<file path="src/rtl/vec_table_fetch.sv">
module vec_table_fetch #(
  parameter int AW = 32,
  parameter int LW = 16,
  parameter int VW = 8
) (
  input  logic          clk,
  input  logic          rst_n,
  input  logic          tbl_wr_en,
  input  logic [AW-1:0] tbl_wr_base,
  input  logic [LW-1:0] tbl_wr_limit,
  input  logic          req_valid,
  input  logic [VW-1:0] req_vector,
  output logic          req_ready,
  output logic          mem_req_valid,
  input  logic          mem_req_ready,
  output logic [AW-1:0] mem_req_addr,
  input  logic          mem_rsp_valid,
  input  logic [31:0]   mem_rsp_data,
  output logic          result_valid,
  output logic          result_fault,
  output logic          result_oor,
  output logic [63:0]   result_desc
);
  localparam int SW = VW + 3;
  localparam int CW = (LW > SW ? LW : SW) + 1;
  localparam int PRESENT_BIT = 15;

  typedef enum logic [2:0] {S_IDLE, S_CHECK, S_RD_LO, S_RD_HI, S_DONE, S_FAULT} state_t;

  state_t        state;
  logic [AW-1:0] base_q, addr_q;
  logic [LW-1:0] limit_q;
  logic [VW-1:0] vec_q;
  logic [31:0]   lo_q, hi_q;
  logic          issued_q, oor_q;

  logic [CW-1:0] span_end, limit_ext;
  logic          in_range, rsp_take;

  assign span_end  = CW'({vec_q, 3'b111});
  assign limit_ext = CW'(limit_q);
  assign in_range  = span_end <= limit_ext;
  assign rsp_take  = issued_q && mem_rsp_valid;

  assign req_ready     = state == S_IDLE;
  assign mem_req_valid = (state == S_RD_LO || state == S_RD_HI) && !issued_q;
  assign mem_req_addr  = (state == S_RD_HI) ? addr_q + AW'(4) : addr_q;
  assign result_valid  = state == S_DONE || state == S_FAULT;
  assign result_fault  = state == S_FAULT;
  assign result_oor    = oor_q;
  assign result_desc   = {hi_q, lo_q};

  always_ff @(posedge clk) begin
    if (!rst_n) begin
      state    <= S_IDLE;
      base_q   <= '0;
      limit_q  <= '0;
      addr_q   <= '0;
      vec_q    <= '0;
      lo_q     <= '0;
      hi_q     <= '0;
      issued_q <= 1'b0;
      oor_q    <= 1'b0;
    end else begin
      if (tbl_wr_en) begin
        base_q  <= tbl_wr_base;
        limit_q <= tbl_wr_limit;
      end
      if (mem_req_valid && mem_req_ready)
        issued_q <= 1'b1;
      case (state)
        S_IDLE: if (req_valid) begin
          vec_q <= req_vector;
          oor_q <= 1'b0;
          state <= S_CHECK;
        end
        S_CHECK: begin
          addr_q <= base_q + AW'({vec_q, 3'b000});
          if (in_range) state <= S_RD_LO;
          else begin
            oor_q <= 1'b1;
            state <= S_FAULT;
          end
        end
        S_RD_LO: if (rsp_take) begin
          lo_q     <= mem_rsp_data;
          issued_q <= 1'b0;
          state    <= S_RD_HI;
        end
        S_RD_HI: if (rsp_take) begin
          hi_q     <= mem_rsp_data;
          issued_q <= 1'b0;
          state    <= mem_rsp_data[PRESENT_BIT] ? S_DONE : S_FAULT;
        end
        default: state <= S_IDLE;
      endcase
    end
  end
endmodule

</file>
<file path="config.mk">
export PLATFORM = sky130hd
export DESIGN_NAME = vec_table_fetch
export DESIGN_NICKNAME = d
export VERILOG_FILES = /design/src/rtl/vec_table_fetch.sv
export SDC_FILE = /design/constraint.sdc
export NUM_CORES = 1
export LEC_CHECK = 0
export ABC_AREA = 0
export BUFFER_PORTS_ARGS = -buffer_cell sky130_fd_sc_hd__buf_2
export CORE_MARGIN = 5
export CORE_UTILIZATION = 45
export DETAILED_ROUTE_END_ITERATION = 10
export GPL_TIMING_DRIVEN = 0
export MAX_ROUTING_LAYER = met4
export PLACE_DENSITY_LB_ADDON = 0.08
export SYNTH_ARGS = -nofsm -noshare
export SYNTH_HDL_FRONTEND = slang
export SYNTH_SLANG_ARGS = --single-unit
</file>
<file path="constraint.sdc">
create_clock -name clk -period 3.2 [get_ports clk]
set_input_delay 0.64 -clock clk [delete_from_list [all_inputs] [get_ports clk]]
set_output_delay 0.64 -clock clk [all_outputs]
set_load 0.01 [all_outputs]
</file>
==> results of run 1 <==
==> power by group <==
| group | total (µW) | internal (µW) | switching (µW) |
|---|---|---|---|
| clock | 1900 | 1020 | 883 |
| combinational | 792 | 317 | 476 |
| sequential | 2210 | 2070 | 137 |
| total | 4900 | 3410 | 1500 |
==> final timing paths <==
path | to | slack [ns] | start | depth (start not counted)
max | mem_req_addr[31] | 0.20 | state[2] | 7
max reg2reg | addr_q[24] | 0.80 | vec_q[1] | 6
min reg2reg | hi_q[31] | 0.45 | hi_q[31] | 2
min | limit_q[12] | 0.44 | tbl_wr_limit[12] | 3
==> metrics by stage <==
step | instance area, µm² | hold WS (ns) | instances | utilization (%) | setup slack [ns]
6_report | 9080 | 0.443 | 1324 | 57.1 | 0.203
4_1_cts | 9070 | 0.431 | 1324 | 57.1 | 0.182
3_5_place_dp | 8520 | 0.443 | 1292 | 53.6 | 0.640
3_3_place_gp | 8520 | 0.439 | 1292 | 53.6 | 0.650
2_1_floorplan | 7280 | 0.431 | 884 | - | 0.903
5_1_grt | 9080 | 0.447 | 1324 | 57.1 | 0.0692
==> layout make-up <==
type / count / area, µm²
fill: 1567 / 6810
multi-input combinational: 662 / 3870
sequential: 157 / 3140
timing repair buffer: 192 / 961
clock buffer: 17 / 425
tap: 216 / 270
buffer: 52 / 230
clock inverter: 15 / 130
inverter: 13 / 48.8
==> sequential cells by signal, indices dropped and copies added (netlist names) <==
name	cells
addr_q	32
base_q	32
hi_q	32
issued_q	1
limit_q	16
lo_q	32
result_oor	1
state	3
vec_q	8
==> metal layers <==
layer / up-vias / track usage (%) / part of all wire [%]
met4: 0 / 7.15 / 1.9
met1: 3117 / 31.2 / 47
met3: 23 / 4.89 / 6.8
met2: 235 / 34.4 / 44
met5: - / - / 0
li1: 3497 / - / -
==> synth_stat cells, drive strengths merged (19+ instances only) <==
library cell / instances / share of area [%]
a21oi: 101 / 6.9
o21ai: 25 / 1.8
xnor2: 29 / 3.5
nand2: 206 / 11
dfxtp: 157 / 43
nand3: 35 / 2.5
nor2: 61 / 3.2
and3: 19 / 1.7
clkbuf: 33 / 1.7
mux2i: 49 / 6.7
buf: 19 / 1.5
==> worst max-delay path: cells and delay by family (launching register included) <==
| kind | cells | cell delay (ns) |
|---|---|---|
| flops | 1 | 0.30 |
| xor+xnor | 1 | 0.15 |
| simple gates | 4 | 1.20 |
| buf+inv | 2 | 0.28 |
==> repair_timing <==
action                     CTS  global route
hold buffers                 0             0
resized for setup            0             1
setup endpoints to repair    0             1
==> logic make-up (layout without fill, tap and decap cells) <==
kind of cell | after synthesis | in the layout | share of synthesized area (%)
AND/OR/NAND/NOR | 382 | 382 | 24.3
AO/OA/AOI/OAI | 171 | 171 | 13.7
flip-flops | 157 | 157 | 43.1
buffers and inverters | 65 | 289 | 3.83
multiplexers | 50 | 50 | 6.89
XOR/XNOR | 41 | 41 | 4.93
adder cells (fa/ha/maj) | 18 | 18 | 3.19
==> results.json, run 1 <==
{
  "outcome": "completed",
  "cp_max_fo": 8,
  "port-buffer-count": 192,
  "start_kind": "register",
  "crit_required_ns": 2.56,
  "power.leakage_uw": 0.00402,
  "clockRootBuffer": "clkbuf_16",
  "track_usage_pct": 23.0,
  "synth_edf_count": 0,
  "ys_async_sr_fraction_pct": 0,
  "gp_congestion": 0.888,
  "drt_iter0_drc": 403,
  "cts_buffers": 17,
  "dieHeight_um": 137,
  "wire_per_inst_um": 16.0,
  "dieArea_um2": 18800,
  "grt_overflow_total": 0,
  "final_common_cell": "nand2_1",
  "clock.fmax_mhz": 334,
  "setup_violations": 0,
  "antenna_found_initial": 0,
  "worstSetupPathType": "register to primary output",
  "clk_latency_ns": 0.43,
  "min_period_over_period_pct": 93.7,
  "num-nets-final": 1207,
  "vias_per_cell": 5.19,
  "cpPeakStageDelay_ns": 0.57,
  "dpl.hpwl_mm": 16.4,
  "clock-sinks": 157,
  "htree_levels": 4,
  "hold_path.class": "input pin to register",
  "dr.pass1.iters": 5,
  "ant_nets": 0,
  "yosysSeqAreaShare_pct": 43.1,
  "slew_headroom_pct": 48.5,
  "cts_setup_buffers": 0,
  "cts_tree": "built",
  "synthDistinctLibCells": 60,
  "grt_pass1_wl_mm": 33.0,
  "finalSetupTns_ns": 0,
  "core_um2": 15900,
  "via_count": 6872,
  "post-route-min-period_ns": 3.00,
  "finalHoldViolations": 0,
  "synth.ff_latch_count": 157,
  "fp.dieW_um": 137,
  "yosys_warnings": 0,
  "tightest_slew_ns": 0.773,
  "p_total_uw": 4900,
  "drv_slew": 0,
  "crit_chain": "buf_6 -> nand3b_4 -> nor4_4 -> and3_4 -> nand4_1 -> xnor2_1 -> buf_2",
  "synth.avg_cell_area_um2": 8.24,
  "peakVddDrop_uv": 359,
  "drt-total-wl_mm": 21.2,
  "cp-end-kind": "primary output",
  "ios": 195,
  "antenna_cells": 0,
  "path_clk_slew_ns": 0.06,
  "rows": 46,
  "clockBufferDepth": 2,
  "cap_violations": 0,
  "grt_max_degree": 17,
  "drive_above_1_share_pct": 23.1,
  "ys.flop_type": "dfxtp_1",
  "drc": 0,
  "cellPowerDensity_nw_per_um2": 540,
  "grt_pass1_vias": 6492,
  "syn_to_final_growth_pct": 24.6,
  "rsz0062_at_grt": "no",
  "synth_cells": 884,
  "finalClockSkew_ns": 0.00968,
  "syn_area_um2": 7280,
  "cp.arrival_ns": 2.36,
  "most-common-layout-cells": "206 x nand2_1, 205 x buf_2, 157 x dfxtp_1",
  "initial_core_util_pct": 45.9,
  "synth_fp_nets": 996,
  "crit_slowest_cell": "nor4_4"
}
No activity file was read; power rests on OpenSTA's default activity.
==> run 2: changes to the inputs <==
==> constraint.sdc (replaced) <==
create_clock -name clk -period 3.2 [get_ports clk]
set_input_delay 0.32 -clock clk [delete_from_list [all_inputs] [get_ports clk]]
set_output_delay 0.32 -clock clk [all_outputs]
set_load 0.01 [all_outputs]
==> run 2 against run 1 <==
  * Via count is 0.60% lower
  * Clock-buffer cell count stayed put
  * Global-route usage stayed put
  * Core utilization hardly changed
  * Non-clock buffer count stayed put
  * Critical path depth stayed put
  * Clock skew is 0.0018 ns higher
  * Worst setup slack better by 0.32 ns
  * Sequential cell count stayed put
  * Maximum frequency is 12% higher
  * Worst hold slack worse by 0.32 ns
  * Critical endpoint unchanged
  * Largest power group unchanged
==> results.json, run 2 (synthesis results as in run 1) <==
{
  "outcome": "completed",
  "drt_iter0_drc": 405,
  "drive_above_1_share_pct": 23.0,
  "clockBufferDepth": 2,
  "antenna_cells": 0,
  "clockRootBuffer": "clkbuf_16",
  "cts_buffers": 17,
  "grt_overflow_total": 0,
  "antenna_found_initial": 0,
  "cts-resized-gates": 0,
  "path_clk_slew_ns": 0.06,
  "hold_ws_ns": 0.121,
  "cts_tree": "built",
  "gr-usage-met3_pct": 4.89,
  "dpl.hpwl_mm": 16.4,
  "hold_path.class": "input pin to register",
  "clock.fmax_mhz": 373,
  "finalSetupTns_ns": 0,
  "crit_required_ns": 2.88,
  "hold-path-cell-count": 3,
  "via_count": 6831,
  "grt_pass1_wl_mm": 33.0,
  "clock-sinks": 157,
  "ios": 195,
  "use_met2_pct": 34.4,
  "htree_levels": 4,
  "cellPowerDensity_nw_per_um2": 540,
  "r2r_cells": 6,
  "core_um2": 15900,
  "drt-total-wl_mm": 21.1,
  "peakVddDrop_uv": 358,
  "slew_headroom_pct": 48.3,
  "cts_setup_buffers": 0,
  "r2r-start": "vec_q[1]",
  "grt_max_degree": 17,
  "power.leakage_uw": 0.00402,
  "vias_per_cell": 5.16,
  "num-nets-final": 1207,
  "finalClockSkew_ns": 0.0115,
  "initial_core_util_pct": 45.9,
  "setup_violations": 0,
  "finalHoldViolations": 0,
  "start_kind": "register",
  "rsz0062_at_grt": "no",
  "drv_slew": 0,
  "final_common_cell": "nand2_1",
  "tightest_slew_ns": 0.775,
  "min-delay-start": "tbl_wr_limit[12]",
  "dp_cells": 1292,
  "most-common-layout-cells": "206 x nand2_1, 205 x buf_2, 157 x dfxtp_1",
  "busiest_layer": "met2",
  "min_to": "limit_q[12]",
  "gp_congestion": 0.888,
  "syn_to_final_growth_pct": 24.5,
  "cp.arrival_ns": 2.36,
  "min_period_over_period_pct": 83.8,
  "ant_nets": 0,
  "cp-end-kind": "primary output",
  "wire_per_inst_um": 16.0,
  "worstSetupPathType": "register to primary output",
  "final_cells": 1324,
  "cp_max_fo": 8,
  "fp.dieW_um": 137,
  "dieHeight_um": 137,
  "cts.hold.buffers_added": 0,
  "cap_violations": 0,
  "p_total_uw": 4900,
  "met1_usage_pct": 31.2,
  "r2r-end": "addr_q[24]",
  "regToRegSetupSlack_ns": 0.84,
  "dieArea_um2": 18800,
  "track_usage_pct": 23.0,
  "drc": 0,
  "clk_latency_ns": 0.43,
  "dr.pass1.iters": 5,
  "rows": 46,
  "port-buffer-count": 192,
  "post-route-min-period_ns": 2.68,
  "grt_pass1_vias": 6492
}
[run 2: power by group]
group / switching [µW] / total (µW) / internal [µW]
combinational: 475 / 792 / 317
clock: 882 / 1900 / 1020
sequential: 137 / 2210 / 2070
[run 2: how the worst max path moves through the flow]
stage,cells past startpoint,slack [ns],startpoint,end
after floorplan,7,1.11,base_q[3],addr_q[23]
after global placement,7,0.86,base_q[3],addr_q[23]
after detailed placement,7,0.85,base_q[3],addr_q[23]
after CTS,7,0.50,state[2],mem_req_addr[31]
after global routing,6,0.32,addr_q[10],mem_req_addr[28]
final,7,0.52,state[2],mem_req_addr[31]
[run 2: critical path, cell delays in order, from the launching register on]
cell and delay (ns):
dfxtp_1 0.30, buf_6 0.13, nand3b_4 0.23, nor4_4 0.57
and3_4 0.29, nand4_1 0.11, xnor2_1 0.15, buf_2 0.15
[run 2: area by class of cell]
cell class                      count  area, µm²
Buffer                             52        230
Clock buffer                       17        425
Clock inverter                     15        130
Fill cell                        1567       6810
Inverter                           13       48.8
Multi-Input combinational cell    662       3860
Sequential cell                   157       3140
Tap cell                          216        270
Timing Repair Buffer              192        961
[run 2: routing by layer]
metal / vias to the layer above / share of wire (%)
met1: 3084 / 47
met2: 223 / 44
li1: 3498 / -
met5: - / 0
met3: 26 / 6.4
met4: 0 / 1.9
[run 2: metrics by stage]
step,utilization (%),cell area (µm²),worst slack (ns)
global placement,53.6,8520,0.864
finish,57.1,9070,0.519
CTS,57.1,9070,0.502
global route,57.1,9070,0.319
detailed placement,53.6,8520,0.854
floorplan,-,7280,1.11
